[src/rtl/line_prefetcher.sv]
module line_prefetcher #(
  parameter int AW = 28,
  parameter int SIDW = 6,
  parameter int TBL_LOG2 = 4,
  parameter int QLOG2 = 2,
  parameter int PG_LOG2 = 6
) (
  input  logic            clk,
  input  logic            rst_n,
  input  logic            miss_valid,
  input  logic [AW-1:0]   miss_line,
  input  logic [SIDW-1:0] miss_sid,
  output logic            pf_valid,
  input  logic            pf_ready,
  output logic [AW-1:0]   pf_line,
  output logic            pf_hint
);
  localparam int TBL = 1 << TBL_LOG2;
  localparam int QD  = 1 << QLOG2;

  logic [AW-1:0]  t_last [TBL];
  logic [AW-1:0]  t_str  [TBL];
  logic [1:0]     t_conf [TBL];
  logic [TBL-1:0] t_vld;

  logic [AW-1:0]    q [QD];
  logic [QLOG2-1:0] head;
  logic [QLOG2:0]   cnt;

  logic [1:0]    pconf;
  logic [AW-1:0] last_even;
  logic          le_vld;

  wire [TBL_LOG2-1:0] idx   = miss_sid[TBL_LOG2-1:0];
  wire                hit   = t_vld[idx];
  wire [AW-1:0]       delta = miss_line - t_last[idx];
  wire                zero_d = (delta == '0);
  wire                match  = (delta == t_str[idx]);
  wire [1:0]          conf_nx = match ? ((t_conf[idx] == 2'd3) ? 2'd3 : t_conf[idx] + 2'd1) : 2'd0;
  wire [AW-1:0]       cand_s = miss_line + t_str[idx];
  wire                same_pg = (cand_s[AW-1:PG_LOG2] == miss_line[AW-1:PG_LOG2]);
  wire                want_s = miss_valid && hit && !zero_d && match && conf_nx[1] && same_pg;
  wire [AW-1:0]       cand_p = {miss_line[AW-1:1], 1'b1};
  wire                want_p = miss_valid && !miss_line[0] && pconf[1];

  logic hit_p, hit_s;
  always_comb begin
    hit_p = 1'b0;
    hit_s = 1'b0;
    for (int i = 0; i < QD; i++) begin
      if ((QLOG2+1)'(i) < cnt) begin
        if (q[head + QLOG2'(i)] == cand_p) hit_p = 1'b1;
        if (q[head + QLOG2'(i)] == cand_s) hit_s = 1'b1;
      end
    end
  end

  wire             push_p = want_p && !hit_p && (cnt < (QLOG2+1)'(QD));
  wire [QLOG2+1:0] occ    = {1'b0, cnt} + (QLOG2+2)'(push_p);
  wire             push_s = want_s && !hit_s && !(want_p && cand_s == cand_p) && (occ < (QLOG2+2)'(QD));
  wire             pop    = pf_valid && pf_ready;
  wire [QLOG2-1:0] tail   = head + cnt[QLOG2-1:0];

  assign pf_valid = (cnt != '0);
  assign pf_line  = q[head];
  assign pf_hint  = pf_valid;

  always_ff @(posedge clk) begin
    if (!rst_n) begin
      head   <= '0;
      cnt    <= '0;
      t_vld  <= '0;
      pconf  <= 2'd0;
      le_vld <= 1'b0;
    end else begin
      if (pop) head <= head + 1'b1;
      cnt <= cnt + (QLOG2+1)'(push_p) + (QLOG2+1)'(push_s) - (QLOG2+1)'(pop);
      if (miss_valid && !hit) t_vld[idx] <= 1'b1;
      if (miss_valid) begin
        if (!miss_line[0]) le_vld <= 1'b1;
        else if (le_vld && cand_p == {last_even[AW-1:1], 1'b1})
          pconf <= (pconf == 2'd3) ? 2'd3 : pconf + 2'd1;
        else
          pconf <= (pconf == 2'd0) ? 2'd0 : pconf - 2'd1;
      end
    end
  end

  always_ff @(posedge clk) begin
    if (push_p) q[tail] <= cand_p;
    if (push_s) q[tail + QLOG2'(push_p)] <= cand_s;
    if (miss_valid && !miss_line[0]) last_even <= miss_line;
    if (miss_valid) begin
      if (!hit) begin
        t_last[idx] <= miss_line;
        t_str[idx]  <= '0;
        t_conf[idx] <= 2'd0;
      end else if (!zero_d) begin
        t_last[idx] <= miss_line;
        t_conf[idx] <= conf_nx;
        if (!match) t_str[idx] <= delta;
      end
    end
  end

  wire [QLOG2-1:0] nxt = head + 1'b1;

  a_r10_hold: assert property (@(posedge clk) disable iff (!rst_n)
    (pf_valid && !pf_ready) |=> (pf_valid && $stable(pf_line)));

  a_r8_full_hold: assert property (@(posedge clk) disable iff (!rst_n)
    (cnt == (QLOG2+1)'(QD) && !pf_ready) |=> (cnt == (QLOG2+1)'(QD)));

  a_r7_count_bound: assert property (@(posedge clk) disable iff (!rst_n)
    cnt <= (QLOG2+1)'(QD));

  a_r5_zero_keep: assert property (@(posedge clk) disable iff (!rst_n)
    (miss_valid && hit && zero_d) |=>
      (t_conf[$past(idx)] == $past(t_conf[idx]) && t_str[$past(idx)] == $past(t_str[idx])));

  a_r9_head_distinct: assert property (@(posedge clk) disable iff (!rst_n)
    (cnt >= (QLOG2+1)'(2)) |-> (q[head] != q[nxt]));

  a_r2_pair_even: assert property (@(posedge clk) disable iff (!rst_n)
    (miss_valid && miss_line[0]) |=> (pconf != 2'd0 || $past(pconf) <= 2'd1));
endmodule

[config.mk]
export PLATFORM = sky130hd
export DESIGN_NAME = line_prefetcher
export DESIGN_NICKNAME = d
export VERILOG_FILES = /design/src/rtl/line_prefetcher.sv
export SDC_FILE = /design/constraint.sdc
export NUM_CORES = 2
export LEC_CHECK = 0
export ABC_AREA = 1
export BUFFER_PORTS_ARGS = -buffer_cell sky130_fd_sc_hd__buf_2
export CORE_UTILIZATION = 40
export CTS_BUF_LIST = sky130_fd_sc_hd__clkbuf_16
export CTS_CLUSTER_DIAMETER = 30
export DETAILED_ROUTE_END_ITERATION = 7
export PLACE_DENSITY = 0.52
export SETUP_SLACK_MARGIN = 0.4
export SLEW_MARGIN = 20
export SYNTH_ARGS = -nofsm -noshare
export SYNTH_HDL_FRONTEND = slang
export SYNTH_SLANG_ARGS = --single-unit
[constraint.sdc]
create_clock -name clk -period 10.2 [get_ports clk]
set_input_delay 2.55 -clock clk [delete_from_list [all_inputs] [get_ports clk]]
set_output_delay 2.55 -clock clk [all_outputs]
set_load 0.01 [all_outputs]
Yosys cells after proc, flatten, opt, wreduce, memory -nomap -nowiden
Memories as Yosys holds them, arrays and structs flattened. A register that Yosys moved wholly into a read port is not among the register bits.
Cells that the tools add are included.
- add/sub/neg operators: 14
- order comparisons: 8
- shift-type cells: 0
- $mul: 0
- bitwise operators: 5
- reduce and logical (&&, ||, !) cells: 28
- mux-type cells: 46
- divide/modulo/power cells: 0
- eq/ne operators: 14
- operators by type and width (kind ; number):
    28-bit equality test ; 10
    28-bit two-way mux ; 2
    1-bit two-way mux ; 34
    28-bit adder ; 1
    28-bit logical NOT ; 1
    28-bit subtractor ; 1
    27-bit equality test ; 1
    22-bit equality test ; 1
    1-bit logical AND ; 17
    2-bit two-way mux ; 8
    16-bit OR ; 1
    2-bit by 1-bit adder with 2-bit output (second input constant) ; 3
    3-bit by 1-bit adder with 3-bit output ; 2
    1-bit logical NOT ; 6
    1-bit by 3-bit less-than comparator with 1-bit output (first input constant) ; 2
    2-bit by 3-bit less-than comparator with 1-bit output (first input constant) ; 2
    4-bit by 5-bit less-than comparator with 1-bit output (second input constant) ; 1
    2-bit adder (second input constant) ; 2
    3-bit by 1-bit adder with 4-bit output ; 1
    1-bit binary-select mux with 4-bit select ; 1
    1-bit demux with 4-bit select ; 1
    2-bit equality test (second input constant) ; 2
    4-bit by 1-bit >= comparator with 1-bit output (second input constant) ; 1
    4-bit by 3-bit less-than comparator with 1-bit output (second input constant) ; 1
    10 further kinds ; 13
- register bits after elaboration: 52
- word-level logic and storage cells: 125
- memories kept: 4
- output and inout bits: 30
- bits in writable memories: 1040
- input port bits: 38
- bits in latches: 0
- ROM bits: 0
- memories (memory ; depth ; width ; rd ports ; clocked after memory_dff ; write ports ; RTL line ; source):
    t_last ; 16 ; 28 ; 1 ; 0 ; 1 ; 21 ; logic [AW-1:0] t_last [TBL];
    t_str ; 16 ; 28 ; 1 ; 0 ; 1 ; 22 ; logic [AW-1:0] t_str [TBL];
    q ; 4 ; 28 ; 4 ; 1 ; 2 ; 26 ; logic [AW-1:0] q [QD];
    t_conf ; 16 ; 2 ; 1 ; 0 ; 1 ; 23 ; logic [1:0] t_conf [TBL];

Logic depth before layout (Yosys ltp)
- depth after elaboration: 17
- gate-level depth with buffers: 40
- mapped depth without buffers: 36

Least setup slack after synthesis
OpenSTA, ideal clock, no wires.
- path type: input-to-reg
- start: input miss_sid[1]
- end: memory t_str[0][0], enable pin
- stages: 32
- data arrival time: 8504 ps
- path buffers: 7
- path slack: 1240 ps
- path through: buf_6 -> nand2_1 -> inv_2 -> buf_2 -> buf_1 -> clkbuf_1 -> clkbuf_1 -> a22oi_1 -> a21oi_1 -> or4_1 -> ha_1 -> fa_1 -> inv_1 -> nand3_1 -> nand2_1 -> nand2_1 -> nand2_1 -> nand2_1 -> nand2_1 -> nand2_1 -> nand3b_1 -> nand2_1 -> nand2_1 -> nand2_1 -> nand2_1 -> nor2_1 -> nand3_1 -> nor2_1 -> or2_1 -> clkbuf_1 -> buf_2 -> a21boi_0
- cells in the longest elaborated chain, start to end: 9
- elaborated cells between the ends (all ways): 16
- classes of those cells: add/sub (1); eq/ne (1); mux (10); bitwise (1); reduce/logical (1); memory (2)
- RTL lines (element ; RTL line ; source):
    from (decl) ; 12 ; input logic [SIDW-1:0] miss_sid,
    memory 16 x 28 bit ; n/a ;
    28-bit subtractor ; 36 ; wire [AW-1:0] delta = miss_line - t_last[idx];
    28-bit equality test ; 38 ; wire match = (delta == t_str[idx]);
    1-bit two-way mux ; 101 ; if (!match) t_str[idx] <= delta;
    1-bit two-way mux ; 98 ; end else if (!zero_d) begin
    1-bit two-way mux ; 94 ; if (!hit) begin
    1-bit two-way mux ; 93 ; if (miss_valid) begin
    1-bit two-way mux (not written as such) ; 101 ;
    1-bit OR (no line) ; n/a ;
    to (decl) ; 22 ;
Several ways; a longest one is shown, not always the timed one. The select of a mux whose other input is x is not followed.

==> results.tsv <==
stage	metric	value	unit
sta	setup_viol	0	
synthesis	async_flop_share	0	
detailed_routing	viasPerCell	5.358	
layout	drive_gt1_frac	0.1146	
sta	period_needed	8.207	ns
layout	ff_latch_area	32570	um2
global_routing	antenna_found_initial	5	
clocking	tritoncts	done	
global_routing	grt_pass1_wl	268700	um
clocking	cts_buffers	240	
power	p_leak	0.02696	uW
layout	fillers	12270	
layout	fin_cells	7833	
synthesis	yosysSeqAreaShare	0.6065	
global_routing	grt_pass1_vias	40030	
critical_path	critPathLaunchType	primary input	
detailed_routing	postRouteAntennaNets	0	
clocking	clk_latency	0.86	ns
detailed_routing	first_pass_iters	6	
detailed_routing	wl	184500	um
place	dpl.cell_count	7374	
floorplan	design.die.area	135700	um2
clocking	cts.sinks	1093	
synthesis	yosysMostFrequentCell	nand2_1	
sta	fin_setup_tns	0	ns
global_routing	grt_remaining_overflow	0	
sta	fin_worst_skew	0.09906	ns
critical_path	worstSetupEndpoint	q[2][22]	
place	numPortBuffers	65	
detailed_routing	via_count	41970	
synthesis	syn_inst	5703	
floorplan	rows	134	
critical_path	timing.rr.end	q[2][22]	
critical_path	cp-end-kind	flop	
power	vdd_drop_max	0.0001632	V
sta	maxSlewHeadroom	0.2620	
sta	drv_slew	0	
sta	hold_viol	0	
synthesis	synth_top_cell_by_area	edfxtp_1	
detailed_routing	drc_errors	0	
synthesis	yosys_warnings	0	
floorplan	die_w	368.3	um
clocking	root_buffer	clkbuf_16	
global_routing	track_usage	0.2698	
sta	period_share	0.8046	
sta	tightestPinTransition	1.103	ns
synthesis	yosys_register_bits	1093	
detailed_routing	drtIter0Drc	4073	
sta	grt_setup_unrepaired	false	
critical_path	path_common_cell	nand2_1	
critical_path	rrSetupSlack	3.56	ns
synthesis	yosysTopAreaCellShare	0.5969	
power	p_total	16160	uW
critical_path	rr_worst_depth	23	
synthesis	netlist_area	53680	um2
critical_path	critPathMaxFanout	62	
critical_path	required	10.63	ns
clocking	htreeDepth	4	
synthesis	synth_nets	5805	
sta	fmax	121.8	MHz
critical_path	worstSetupStartpoint	miss_sid[1]	
critical_path	slowest_delay	0.92	ns
floorplan	core-area	133300	um2
place	dp.final_hpwl	118600	um
critical_path	cp.arrival	8.64	ns
synthesis	synth_commonest_cells	nand2_1 (2085), edfxtp_1 (1067), inv_1 (434), nor2_1 (392), nand3_1 (362)	
critical_path	slowest_stage	nor2_4	
critical_path	r2r_start	head[1]	
clocking	post_cts_buffers	0	
power	powerDensity	247.4	nW/um2
synthesis	synth_edf_count	1067	
worst_hold_path	hp-class	reg -> reg	
synthesis	synth_flop_cell	edfxtp_1	
synthesis	synth_cell_types	44	
run	drv_cap	0	
floorplan	start_util	0.4028	
clocking	cts.hold.buffers_added	0	
clocking	cts_buffer_depth	3	
outcome	status	finished, final reports clean	
synthesis	synthTopCellsByArea	edfxtp_1 (60%), nand2_1 (15%), a22oi_1 (4.6%), nand3_1 (3.4%), inv_1 (3.0%)	
place	gp_congestion	0.9720	
clocking	cts-resized-gates	0	
detailed_routing	wl_per_cell	23.56	um
clocking	clk_pin_slew	0.05	ns
critical_path	crit_type	in -> reg	
layout	area_delta_synth_final	21.71	%
layout	multi_input_area	18420	um2
floorplan	ios	68	
layout	final_nets	5950	
floorplan	die_h	368.3	um
synthesis	synth.avg_cell_area	9.413	um2
global_routing	grt_max_degree	118	
-- cell usage in the layout (no fill, tap or decap), types with 14 or more instances in the layout --
| master | n |
|---|---|
| ha_1 | 60 |
| nand4_1 | 92 |
| clkinvlp_4 | 27 |
| nor2_1 | 382 |
| a22oi_1 | 327 |
| clkinv_1 | 37 |
| clkinv_2 | 42 |
| nor3_1 | 14 |
| dfxtp_1 | 24 |
| buf_4 | 132 |
| inv_1 | 461 |
| xor2_1 | 52 |
| clkbuf_16 | 240 |
| nor4_1 | 28 |
| bufinv_16 | 45 |
| a21oi_1 | 191 |
| nand2_1 | 2082 |
| xnor2_1 | 17 |
| o21ai_0 | 99 |
| clkinv_4 | 20 |
| buf_12 | 30 |
| nand3b_1 | 24 |
| edfxtp_1 | 1067 |
| buf_2 | 65 |
| nand3_1 | 362 |
-- cell families (layout without fill, tap and decap cells) --
logic type,after synthesis,in the layout,share of synthesized area
AOI/OAI and AO/OA,674,674,0.08029
xor gates and xnor gates,69,69,0.01126
other,0,2,0
adders and majority gates,64,64,0.01548
DFF,1093,1093,0.6065
muxes,1,1,0.0001865
and+or+nand+nor,3033,3033,0.2298
buffers and inverters,769,1129,0.05643
-- per-stage QoR --
| stage | setup WS [ns] | util | instance area (um2) | hold slack [ns] |
|---|---|---|---|---|
| after global routing | 1.637 | 0.4902 | 65330 | 0.4688 |
| after detailed placement | 1.342 | 0.4261 | 56790 | 0.4435 |
| final | 1.993 | 0.4902 | 65340 | 0.4542 |
| after CTS | 2.154 | 0.4901 | 65330 | 0.4509 |
| after floorplan | 1.240 | - | 53680 | 0.4297 |
| after global placement | 1.357 | 0.4261 | 56790 | 0.4390 |
-- worst min path at each step --
stage,depth (start not counted),slack (ns),start,to
floorplan,2,0.43,t_vld[9],t_vld[9]
global placement,2,0.44,t_vld[8],t_vld[8]
detailed placement,2,0.44,t_vld[8],t_vld[8]
CTS,2,0.45,t_vld[8],t_vld[8]
global route,2,0.47,t_vld[5],t_vld[5]
finish,2,0.45,t_vld[8],t_vld[8]
-- critical path, delay by kind of cell --
family                     cells  cell delay, ns
and+or+nand+nor               17            3.47
adders and majority gates      1            0.44
AOI/OAI and AO/OA              2            0.64
buffers and inverters          5            1.35
-- registers in the layout (all words and copies together), names as in the netlist, 2 cells and up, named ones only --
| register | cells |
|---|---|
| t_conf | 32 |
| t_str | 448 |
| last_even | 27 |
| q | 112 |
| head | 2 |
| t_last | 448 |
| t_vld | 16 |
| pconf | 2 |
| cnt | 3 |
-- report_power, final --
group | total (uW) | switching [uW] | internal, uW
logic | 3160 | 2310 | 847
clock network | 7970 | 2570 | 5410
registers | 5030 | 32.1 | 5000
total | 16200 | 4910 | 11300
-- per-layer routing --
metal | track usage | share of wire | up-vias
li1 | - | - | 19800
met1 | 0.3802 | 0.45 | 20380
met2 | 0.4239 | 0.46 | 1465
met3 | 0.04413 | 0.067 | 319
met4 | 0.08594 | 0.028 | 6
met5 | 0 | 0.00015 | -
-- final cells by class --
type | count | area share
diodes | 2 | 0.00007660
clock buffers | 240 | 0.09192
clock inverters | 217 | 0.03872
inverters | 445 | 0.02568
multi-input cells | 3841 | 0.2820
flip-flops and latches | 1093 | 0.4984
well taps | 1768 | 0.03386
repair buffers | 227 | 0.02934
Power figures use the tool's default switching activity.
